--- src/rtl/seg_addr_pkg.sv ---
package seg_addr_pkg;
  typedef enum logic [1:0] {
    KIND_FETCH  = 2'd0,
    KIND_DATA   = 2'd1,
    KIND_STACK  = 2'd2,
    KIND_STRDST = 2'd3
  } accKind_t;

  typedef enum logic [1:0] {
    SEG_CODE  = 2'd0,
    SEG_DATA  = 2'd1,
    SEG_EXTRA = 2'd2,
    SEG_STACK = 2'd3
  } segIdx_t;

  typedef struct packed {
    logic acceptFirst;
    logic issueSecond;
    logic firstWide;
    logic split;
  } ctrlStrobes_t;
endpackage

--- src/rtl/seg_addr_ctrl.sv ---
module seg_addr_ctrl
  import seg_addr_pkg::*;
(
  input  logic         clk,
  input  logic         rstN,
  input  logic         reqValid,
  input  logic         reqWord,
  input  logic         reqOddLsb,
  output logic         reqReady,
  output ctrlStrobes_t strobes
);
  logic pendSecond;
  logic accept;
  logic needSplit;

  assign needSplit = reqWord && reqOddLsb;
  assign accept    = reqValid && !pendSecond;
  assign reqReady  = !pendSecond;

  always_comb begin
    strobes.acceptFirst = accept;
    strobes.issueSecond = pendSecond;
    strobes.firstWide   = reqWord && !reqOddLsb;
    strobes.split       = needSplit;
  end

  always_ff @(posedge clk) begin
    if (!rstN) pendSecond <= 1'b0;
    else       pendSecond <= accept && needSplit;
  end
endmodule

--- src/rtl/seg_addr_dp.sv ---
module seg_addr_dp
  import seg_addr_pkg::*;
#(
  parameter int SEG_W     = 16,
  parameter int OFF_W     = 16,
  parameter int SEG_SHIFT = 4,
  parameter logic [SEG_W-1:0] CS_RESET = '1,
  localparam int ADDR_W   = SEG_W + SEG_SHIFT,
  localparam int NUM_SEG  = 4
) (
  input  logic              clk,
  input  logic              rstN,
  input  logic              segWrEn,
  input  logic [1:0]        segWrSel,
  input  logic [SEG_W-1:0]  segWrData,
  input  logic              csLoadEn,
  input  logic [SEG_W-1:0]  csLoadData,
  input  logic [1:0]        reqKind,
  input  logic [OFF_W-1:0]  reqOffset,
  input  logic              ovrEn,
  input  logic [1:0]        ovrSel,
  input  ctrlStrobes_t      strobes,
  output logic              busValid,
  output logic [ADDR_W-1:0] busAddr,
  output logic              busWide,
  output logic              busLast
);
  logic [SEG_W-1:0] segRegs [NUM_SEG];
  logic [SEG_W-1:0] segHold;
  logic [OFF_W-1:0] offHold;
  logic [OFF_W-1:0] offNext;
  segIdx_t          selIdx;

  function automatic logic [ADDR_W-1:0] physAddr(input logic [SEG_W-1:0] s,
                                                 input logic [OFF_W-1:0] o);
    logic [ADDR_W-1:0] base;
    logic [ADDR_W-1:0] ext;
    base = {s, {SEG_SHIFT{1'b0}}};
    ext  = ADDR_W'(o);
    return base + ext;
  endfunction

  always_comb begin
    unique case (accKind_t'(reqKind))
      KIND_FETCH:  selIdx = SEG_CODE;
      KIND_DATA:   selIdx = ovrEn ? segIdx_t'(ovrSel) : SEG_DATA;
      KIND_STACK:  selIdx = SEG_STACK;
      default:     selIdx = SEG_EXTRA;
    endcase
  end

  assign offNext = offHold + OFF_W'(1);

  // segment register file
  generate
    for (genvar g = 0; g < NUM_SEG; g++) begin : g_seg
      if (g == 0) begin : g_code
        always_ff @(posedge clk) begin
          if (!rstN)         segRegs[g] <= CS_RESET;
          else if (csLoadEn) segRegs[g] <= csLoadData;
        end
      end else begin : g_gen
        always_ff @(posedge clk) begin
          if (!rstN) segRegs[g] <= '0;
          else if (segWrEn && segWrSel == 2'(g)) segRegs[g] <= segWrData;
        end
      end
    end
  endgenerate

  // beat output registers
  always_ff @(posedge clk) begin
    if (!rstN) begin
      busValid <= 1'b0;
      busAddr  <= '0;
      busWide  <= 1'b0;
      busLast  <= 1'b0;
      segHold  <= '0;
      offHold  <= '0;
    end else if (strobes.acceptFirst) begin
      segHold  <= segRegs[selIdx];
      offHold  <= reqOffset;
      busValid <= 1'b1;
      busAddr  <= physAddr(segRegs[selIdx], reqOffset);
      busWide  <= strobes.firstWide;
      busLast  <= !strobes.split;
    end else if (strobes.issueSecond) begin
      busValid <= 1'b1;
      busAddr  <= physAddr(segHold, offNext);
      busWide  <= 1'b0;
      busLast  <= 1'b1;
    end else begin
      busValid <= 1'b0;
      busWide  <= 1'b0;
      busLast  <= 1'b0;
    end
  end

  p_split_pair_r8: assert property (@(posedge clk) disable iff (!rstN)
    (busValid && !busLast) |=> (busValid && busLast && !busWide));

  p_second_addr_r8: assert property (@(posedge clk) disable iff (!rstN)
    (busValid && !busLast && offHold != '1) |=> (busAddr == $past(busAddr) + ADDR_W'(1)));

  p_wide_even_r7: assert property (@(posedge clk) disable iff (!rstN)
    (busValid && busWide) |-> !busAddr[0]);

  p_cs_hold_r6: assert property (@(posedge clk) disable iff (!rstN)
    !csLoadEn |=> (segRegs[0] == $past(segRegs[0])));

  p_ready_gap_r9: assert property (@(posedge clk) disable iff (!rstN)
    strobes.issueSecond |-> !strobes.acceptFirst);
endmodule

--- src/rtl/seg_addr_gen.sv ---
module seg_addr_gen
  import seg_addr_pkg::*;
#(
  parameter int SEG_W     = 16,
  parameter int OFF_W     = 16,
  parameter int SEG_SHIFT = 4,
  parameter logic [SEG_W-1:0] CS_RESET = '1,
  localparam int ADDR_W   = SEG_W + SEG_SHIFT
) (
  input  logic              clk,
  input  logic              rstN,
  input  logic              segWrEn,
  input  logic [1:0]        segWrSel,
  input  logic [SEG_W-1:0]  segWrData,
  input  logic              csLoadEn,
  input  logic [SEG_W-1:0]  csLoadData,
  input  logic              reqValid,
  output logic              reqReady,
  input  logic [1:0]        reqKind,
  input  logic [OFF_W-1:0]  reqOffset,
  input  logic              reqWord,
  input  logic              ovrEn,
  input  logic [1:0]        ovrSel,
  output logic              busValid,
  output logic [ADDR_W-1:0] busAddr,
  output logic              busWide,
  output logic              busLast
);
  ctrlStrobes_t strobes;

  seg_addr_ctrl u_ctrl (
    .clk       (clk),
    .rstN      (rstN),
    .reqValid  (reqValid),
    .reqWord   (reqWord),
    .reqOddLsb (reqOffset[0]),
    .reqReady  (reqReady),
    .strobes   (strobes)
  );

  seg_addr_dp #(
    .SEG_W     (SEG_W),
    .OFF_W     (OFF_W),
    .SEG_SHIFT (SEG_SHIFT),
    .CS_RESET  (CS_RESET)
  ) u_dp (
    .clk        (clk),
    .rstN       (rstN),
    .segWrEn    (segWrEn),
    .segWrSel   (segWrSel),
    .segWrData  (segWrData),
    .csLoadEn   (csLoadEn),
    .csLoadData (csLoadData),
    .reqKind    (reqKind),
    .reqOffset  (reqOffset),
    .ovrEn      (ovrEn),
    .ovrSel     (ovrSel),
    .strobes    (strobes),
    .busValid   (busValid),
    .busAddr    (busAddr),
    .busWide    (busWide),
    .busLast    (busLast)
  );
endmodule

--- config.mk ---
export PLATFORM = sky130hd
export DESIGN_NAME = seg_addr_gen
export DESIGN_NICKNAME = d
export VERILOG_FILES = /design/src/rtl/seg_addr_pkg.sv /design/src/rtl/seg_addr_ctrl.sv /design/src/rtl/seg_addr_dp.sv /design/src/rtl/seg_addr_gen.sv
export SDC_FILE = /design/constraint.sdc
export NUM_CORES = 1
export LEC_CHECK = 0
export BUFFER_PORTS_ARGS = -buffer_cell sky130_fd_sc_hd__buf_2
export CAP_MARGIN = 20
export CORE_MARGIN = 1.5
export CORE_UTILIZATION = 38
export CTS_BUF_LIST = sky130_fd_sc_hd__clkbuf_2
export CTS_CLUSTER_SIZE = 14
export DETAILED_ROUTE_END_ITERATION = 12
export MAX_ROUTING_LAYER = met4
export PLACE_DENSITY_LB_ADDON = 0.25
export SYNTH_ARGS = -nofsm -noshare
export SYNTH_HDL_FRONTEND = slang
export SYNTH_SLANG_ARGS = --single-unit
--- constraint.sdc ---
create_clock -name clk -period 7.53 [get_ports clk]
set_clock_uncertainty 0.15 [all_clocks]
set_input_delay 1.506 -clock clk [delete_from_list [all_inputs] [get_ports clk]]
set_output_delay 1.506 -clock clk [all_outputs]
set_load 0.05 [all_outputs]
After elaboration in Yosys (flattened, before gate mapping). Memories as Yosys holds them, arrays and structs flattened. Cells that the tools add are included.

Multiplexer cells: 24. Bitwise gates (word level): 4. Add/subtract/negate cells: 3. Reductions and logical operators: 13. Equal/unequal tests: 5.

Operator list (number): $mux W16 (4); $add A20 B16 Y20 (2); $mux W20 (2); $add A16 B1 Y16 const B (1); $mux W1 (16); $logic_and A1 B1 Y1 (7); $eq A2 B2 Y1 const B (3); $pmux W2 S3 (1); $eq A2 B1 Y1 const B (2); $or A1 B1 Y1 (4); $logic_not A1 Y1 (3); $logic_not A2 Y1 (1); $mux W2 (1); $reduce_and A2 Y1 (1); $reduce_bool A2 Y1 (1).

Output and inout port bits: 24. Memory bits (writable): 64. Memories kept: 1. Flip-flop bits (word level): 56.

Memory list: u_dp.segRegs (depth 4, bits a word 16, read ports 1, clocked after memory_dff 0, wr ports 4, line seg_addr_dp.sv:28) `logic [SEG_W-1:0] segRegs [NUM_SEG];`.

Longest topological paths before layout. Gate-level depths: netlist of the first run.

Depth after elaboration: 6. Gate-level depth with buffers: 15. Mapped depth without buffers: 14.

Cells and area by module. Synthesis of the first run repeated with hierarchy kept, for this count alone.

Cells, all modules: 652. Area, all modules: 6616.3 um^2.

By module, submodules not included: seg_addr_dp (sequential area each 3022.9 um^2, cells each 643, instances 1, area an instance 6538.8 um^2); seg_addr_ctrl (sequential area each 20.0 um^2, cells each 9, instances 1, area an instance 77.6 um^2).

Worst setup path before layout of the first run. OpenSTA, ideal clock, no wires.

Path kind: input to register. Start: in ovrEn. End: reg u_dp.busAddr[15]. Arrival time: 4.404 ns. Setup slack: 2.881 ns. Library setup time: 0.095 ns. Stages: 14. Path buffers: 2. Required time: 7.285 ns. Cells stage by stage: or2b_1 -> a21oi_2 -> buf_2 -> buf_2 -> a211oi_1 -> a31oi_1 -> ha_1 -> a21o_1 -> a221oi_1 -> o211ai_1 -> a31oi_1 -> xnor2_1 -> nand2_1 -> a221oi_1.

Word-level cells in the longest chain between the ends: 5.

RTL lines: from (decl) (line seg_addr_gen.sv:22) `input logic ovrEn,`; $mux W2 (line seg_addr_dp.sv:46) `KIND_DATA: selIdx = ovrEn ? segIdx_t'(ovrSel) : SEG_DATA;`; $pmux W2 S3 (line seg_addr_dp.sv:44) `unique case (accKind_t'(reqKind))`; $mem_v2 Z4 W16; $add A20 B16 Y20 (line seg_addr_dp.sv:40) `return base + ext;`; $mux W20 (line seg_addr_dp.sv:80) `end else if (strobes.acceptFirst) begin`; to (signal assigned) (line seg_addr_dp.sv:84) `busAddr <= physAddr(segRegs[selIdx], reqOffset);`; to (signal assigned) (line seg_addr_dp.sv:89) `busAddr <= physAddr(segHold, offNext);`; to (decl) (line seg_addr_dp.sv:24) `output logic [ADDR_W-1:0] busAddr,`.

No other way between the ends. A chain may end at the register's enable or synchronous reset.

Worst setup path after layout of the first run. Same ends and word-level chain as after synthesis.

==> summary.txt, run 1 <==
Status
  • Outcome: complete, no violations

Floorplanning
  • Die width: 134 µm
  • FP Rows: 47
  • Placeable Area: 16600 µm²
  • Die height: 134 µm
  • I/O Pins: 85
  • Die area: 17900 µm²
  • Initial core utilization: 0.391

Clock tree
  • Cts hold-fix bufs: 0
  • CTS tree: done
  • Clk slew on worst S/H paths: 0.16 ns
  • CTS max path bufs: 2
  • Clock latency at the later pin of the worst-skew pair: 0.70 ns
  • Clock sinks: 120
  • CTS root buf: clkbuf_2
  • CTS H-tree depth: 4
  • Post-CTS setup buffers: 0
  • Num CTS Buffers: 17
  • PostCTS Resize Cnt: 0

Route
  • # DRC: 0
  • Post-DR vias/cell: 5.19
  • Drt wl/cell: 16.2 µm
  • DR pass1 iterations: 4
  • WL final: 16300 µm
  • Vias: 5206
  • Iter 0 DRT Violations: 324
  • Post-route ant nets: 0

STA
  • Fin. Hold Viols: 0
  • Final setup margin: 3.05 ns
  • Final period util: 0.595
  • FMAX: 0.223 GHz
  • RSZ-0062 raised after global routing: false
  • Slew Viols, Final: 0
  • Final min period: 4.48 ns
  • Setup TNS: 0 ns
  • Worst slew pin tran: 1.04 ns
  • Rel. slew slack: 0.306
  • Final Setup Violations: 0

Placed design
  • Placer congestion estimate: 0.950
  • Setup WS pre-CTS: 2.32 ns
  • PortBufs: 84
  • Detailed Place HPWL: 12100 µm

Logic synthesis
  • Post-Syn Area per Cell: 9.39 µm²
  • Syn Std Cell Area: 6510 µm²
  • Top FF cell, synth: edfxtp_1
  • Synthesis Warnings: 0
  • Yosys reg bits: 120
  • EDFF count, synth: 64
  • Sequential-to-total area share from yosys stat: 0.468
  • Synth Net Count: 785
  • Syn Inst Count: 693
  • Asr flop ratio synth: 0
  • Distinct cells, synth: 46

Global route
  • Vias in the first global route: 4988
  • Global-route wire length before repair: 25700 µm
  • Total grt overflow: 0
  • All-Layer GR Usage: 0.193
  • Antenna violations before repair: 1
  • Largest net degree at the start of global routing: 50

Finish
  • Commonest non-fill, non-tap cell in the layout: nand2_1
  • Most frequent cells in the layout: nand2_1 (128), buf_2 (84), and2_1 (65)
  • Fraction of layout cells with a size suffix above 1: 0.189
  • Area growth syn-to-layout: 13.4%
  • Final #Nets: 861

Worst hold path
  • HP Class: flop to flop

Critical path
  • CP Launch Type: input pin
  • Worst-path maximum fanout: 18
  • CP endpoint kind: flop
  • Critical path class: input pin to flop
  • Worst EP required: 7.98 ns
  • CP arrival: 4.93 ns

Pwr
  • Sw Pwr: 0.517 mW
  • Clock share of power: 0.260
  • Switching portion of total power: 0.334
  • PD cells: 210 nW/µm²
  • Peak VDD IR: 0.139 mV
  • Pwr Total: 1.55 mW
  • Logic pwr share: 0.238
  • Pint: 1.03 mW
  • Reg power frac: 0.502
  • Leak pwr: 3.03 nW

Flow run
  • Max Cap Viol: 0
## critical path, stage by stage
cell and delay, ns:
buf_2 0.10, or2b_1 0.23, a21oi_2 0.62, a211oi_1 0.10, a31oi_1 0.36, ha_1 0.31
a21o_1 0.17, a221oi_1 0.61, o211ai_1 0.20, a31oi_1 0.23, xnor2_1 0.14, nand2_1 0.07
a221oi_1 0.26
## layer usage
layer / wire, µm / vias to the layer above / track usage
met2: 7490 / 150 / 0.306
met4: 157 / 0 / 0.0477
li1: - / 2609 / -
met1: 7740 / 2433 / 0.248
met5: 0 / - / -
met3: 876 / 14 / 0.0506
## cells by family (layout without fill, tap and decap cells)
group | Yosys count | after routing | synth area share
AND/OR/NAND/NOR | 289 | 289 | 0.212
other | 0 | 1 | 0
adder cells (fa/ha/maj) | 31 | 31 | 0.0619
buffers and inverters | 41 | 130 | 0.0260
AO/OA/AOI/OAI | 162 | 162 | 0.158
multiplexers | 13 | 13 | 0.0238
flip-flops | 120 | 120 | 0.468
XOR/XNOR | 37 | 37 | 0.0498
## cells in the mapped netlist (9+ instances only)
master,n,share of area
a21o_1,9,0.010
ha_1,29,0.056
a211oi_1,29,0.033
clkbuf_1,23,0.013
edfxtp_1,64,0.30
xor2_1,16,0.022
dfxtp_1,56,0.17
nor2_1,34,0.020
xnor2_1,21,0.028
or2_2,16,0.015
mux2i_1,11,0.017
nand3_1,18,0.014
o21ai_0,15,0.012
nand2_1,128,0.074
a21oi_1,62,0.048
a31oi_1,18,0.017
and2_1,65,0.063
## state kept, by name, summed over array words and instances, names as in the netlist
name / flops
u_dp.segRegs: 64
u_dp.busAddr: 20
u_dp.offHold: 16
u_dp.segHold: 16
u_ctrl.pendSecond: 1
u_dp.busLast: 1
u_dp.busValid: 1
u_dp.busWide: 1
## worst paths after layout
| kind | from | end | slack, ns | depth (start not counted) |
|---|---|---|---|---|
| max | ovrEn | u_dp.busAddr[15] | 3.05 | 13 |
| min reg2reg | u_dp.segHold[6] | u_dp.segHold[6] | 0.33 | 2 |
| max reg2reg | u_dp.offHold[2] | u_dp.busAddr[19] | 4.10 | 13 |
| min | u_dp.segHold[6] | u_dp.segHold[6] | 0.33 | 2 |
## cell type report
type | count | area (µm²)
sequential | 120 | 3040
clock buffer | 20 | 100
inverter | 6 | 22.5
timing repair buffer | 92 | 500
clock inverter | 12 | 128
multi-input combinational | 532 | 3310
fill | 1650 | 9260
tap | 220 | 275
antenna | 1 | 2.50
## power groups by stage
stage / combinational, mW / clock (mW) / sequential, mW
after floorplan: 0.214 / 0 / 0.832
after global placement: 0.356 / 0 / 0.789
after detailed placement: 0.366 / 0 / 0.791
after CTS: 0.367 / 0.415 / 0.776
after global routing: 0.404 / 0.445 / 0.782
final: 0.368 / 0.403 / 0.776
## per-stage QoR
step,instances,hold slack (ns),util,area [µm²]
after floorplan,693,0.291,-,6510
after global placement,969,0.299,0.428,7120
after detailed placement,970,0.304,0.430,7150
after CTS,1002,0.325,0.443,7380
after global routing,1003,0.351,0.443,7380
final,1003,0.328,0.443,7380
Power figures use the tool's default switching activity.
==> inputs of run 2 (changes only) <==
==> constraint.sdc (replaced) <==
create_clock -name clk -period 4.2 [get_ports clk]
set_clock_uncertainty 0.15 [all_clocks]
set_input_delay 0.84 -clock clk [delete_from_list [all_inputs] [get_ports clk]]
set_output_delay 0.84 -clock clk [all_outputs]
set_load 0.05 [all_outputs]
==> run 2 against run 1 <==
Against the previous run: final cell count grew 0.30%; critical path type is now flop to flop; worst setup slack lost 2.2 ns; sequential cell count is the same.
==> summary.txt, run 2 (synthesis results as in run 1) <==
Critical path
  • Critical path class: flop to flop
  • CP top delay family: compound AO/OA/AOI/OAI gates
  • CP arrival: 3.82 ns
  • Reg2reg path depth: 12
  • Crit-path max cell delay: 0.49 ns
  • Worst-path maximum fanout: 5
  • Worst-path cell chain: and3_1 -> and2_1 -> nand4_1 -> xnor2_1 -> ha_1 -> o21ai_0 -> nor2_1 -> o211ai_1 -> o31ai_1 -> a21oi_1 -> a31oi_1 -> nand3_1
  • CP bufs+invs: 0
  • CP endpoint kind: flop
  • CP Launch Type: flop
  • Worst path depth: 12
  • Crit path max-delay cell type: o31ai_1
  • Worst EP required: 4.66 ns

Finish
  • Fraction of layout cells with a size suffix above 1: 0.190
  • Biggest register: u_dp.segRegs
  • Design Area, Final: 7440 µm²
  • Top Registers: u_dp.segRegs (64), u_dp.busAddr (20)
  • Filler Cells Inserted: 1632
  • Area growth syn-to-layout: 14.3%
  • Number of flip-flops in the largest register: 64
  • Commonest non-fill, non-tap cell in the layout: nand2_1
  • Final #Nets: 864
  • Most frequent cells in the layout: nand2_1 (128), buf_2 (84), and2_1 (65)

STA
  • Final period util: 0.799
  • Slew Viols, Final: 0
  • Final Setup Violations: 0
  • Fin. Hold Viols: 0
  • Worst slew pin tran: 1.02 ns
  • Final min period: 3.36 ns
  • Setup TNS: 0 ns
  • RSZ-0062 raised after global routing: false
  • FMAX: 0.298 GHz
  • Rel. slew slack: 0.318

Global route
  • Met1 Usage GRT: 0.253
  • Total grt overflow: 0
  • Largest net degree at the start of global routing: 49
  • M2 GR Usage: 0.292
  • Grt peak-use layer: met2
  • All-Layer GR Usage: 0.191
  • Antenna violations before repair: 1
  • Met3 usage: 0.0465
  • Vias in the first global route: 4938
  • Global-route wire length before repair: 25700 µm

Route
  • # DRC: 0
  • Vias: 5222
  • Post-route ant nets: 0
  • Drt wl/cell: 16.1 µm
  • Post-DR vias/cell: 5.19
  • Iter 0 DRT Violations: 287
  • WL final: 16200 µm
  • DR pass1 iterations: 4

Clock tree
  • Clk slew on worst S/H paths: 0.18 ns
  • Num CTS Buffers: 17
  • CTS H-tree depth: 4
  • CTS max path bufs: 2
  • Clock latency at the later pin of the worst-skew pair: 0.72 ns
  • PostCTS Resize Cnt: 0
  • CTS tree: done
  • Post-CTS setup buffers: 0
  • Cts hold-fix bufs: 0
  • Clock sinks: 120
  • CTS root buf: clkbuf_2

Worst hold path
  • Worst hold stages: 2
  • HP Class: input pin to flop

Placed design
  • Detailed Place HPWL: 12100 µm
  • PortBufs: 84
  • Placer congestion estimate: 0.929
  • DP Area: 7190 µm²

Pwr
  • Logic pwr share: 0.238
  • PD cells: 377 nW/µm²
  • Reg power frac: 0.497
  • Peak VDD IR: 0.295 mV
  • Leak pwr: 3.04 nW
  • Clock share of power: 0.265
  • Pint: 1.85 mW
  • Sw Pwr: 0.946 mW
  • Switching portion of total power: 0.338
  • Pwr Total: 2.80 mW

Flow run
  • Max Cap Viol: 0

Floorplanning
  • I/O Pins: 85
  • Die width: 134 µm
  • Die area: 17900 µm²
  • Initial core utilization: 0.391
  • Die height: 134 µm
  • Placeable Area: 16600 µm²
  • FP Rows: 47

Status
  • Outcome: complete, no violations
## run 2: changes by cell type in the layout (fill, tap and decap cells not counted), moves of 2 or more
cell / before / now
clkinv_2: 4 / 0
clkinv_4: 1 / 4
buf_12: 0 / 2
clkbuf_2: 20 / 18
clkinvlp_4: 4 / 6
## run 2: final timing paths
| kind | from | to | slack, ns |
|---|---|---|---|
| hold reg to reg | u_dp.segHold[0] | u_dp.segHold[0] | 0.33 |
| setup reg to reg | u_dp.offHold[2] | u_dp.busAddr[17] | 0.84 |
| hold / removal | reqOffset[0] | u_dp.busWide | 0.20 |
| setup / recovery | u_dp.offHold[2] | u_dp.busAddr[17] | 0.84 |
## run 2: metal layers
layer,share of wire,vias to the layer above
met3,0.061,16
met5,0,-
met2,0.46,164
met1,0.47,2419
met4,0.011,0
li1,-,2623
## run 2: area by class of cell
cell class | instances | area [µm²] | share of cell area
Timing Repair Buffer | 95 | 548 | 0.0737
Sequential cell | 120 | 3040 | 0.409
Antenna cell | 1 | 2.50 | 0.000336
Clock buffer | 18 | 90.1 | 0.0121
Inverter | 6 | 22.5 | 0.00303
Multi-Input combinational cell | 532 | 3300 | 0.444
Tap cell | 220 | 275 | 0.0370
Clock inverter | 14 | 153 | 0.0205
## run 2: power by group through the flow
stage | clock network (mW) | registers (mW) | logic [mW]
2_1_floorplan | 0 | 1.49 | 0.384
3_3_place_gp | 0 | 1.42 | 0.645
3_5_place_dp | 0 | 1.42 | 0.664
4_1_cts | 0.762 | 1.39 | 0.666
5_1_grt | 0.810 | 1.40 | 0.727
6_report | 0.742 | 1.39 | 0.666
## run 2: worst reg2reg max path, stage by stage, from the launching register on
cell and delay [ns]:
dfxtp_1 0.44, and3_1 0.19, and2_1 0.18, nand4_1 0.27, xnor2_1 0.21, ha_1 0.35, o21ai_0 0.10, nor2_1 0.23
o211ai_1 0.23, o31ai_1 0.49, a21oi_1 0.14, a31oi_1 0.19, nand3_1 0.09
## run 2: per-stage QoR
step / setup slack [ns] / cells / utilization / hold slack (ns)
finish: 0.843 / 1006 / 0.447 / 0.195
global route: 0.519 / 1006 / 0.447 / 0.128
CTS: 0.875 / 1005 / 0.447 / 0.130
detailed placement: 0.219 / 973 / 0.432 / 0.307
global placement: 0.281 / 972 / 0.430 / 0.303
floorplan: 0.217 / 693 / - / 0.291
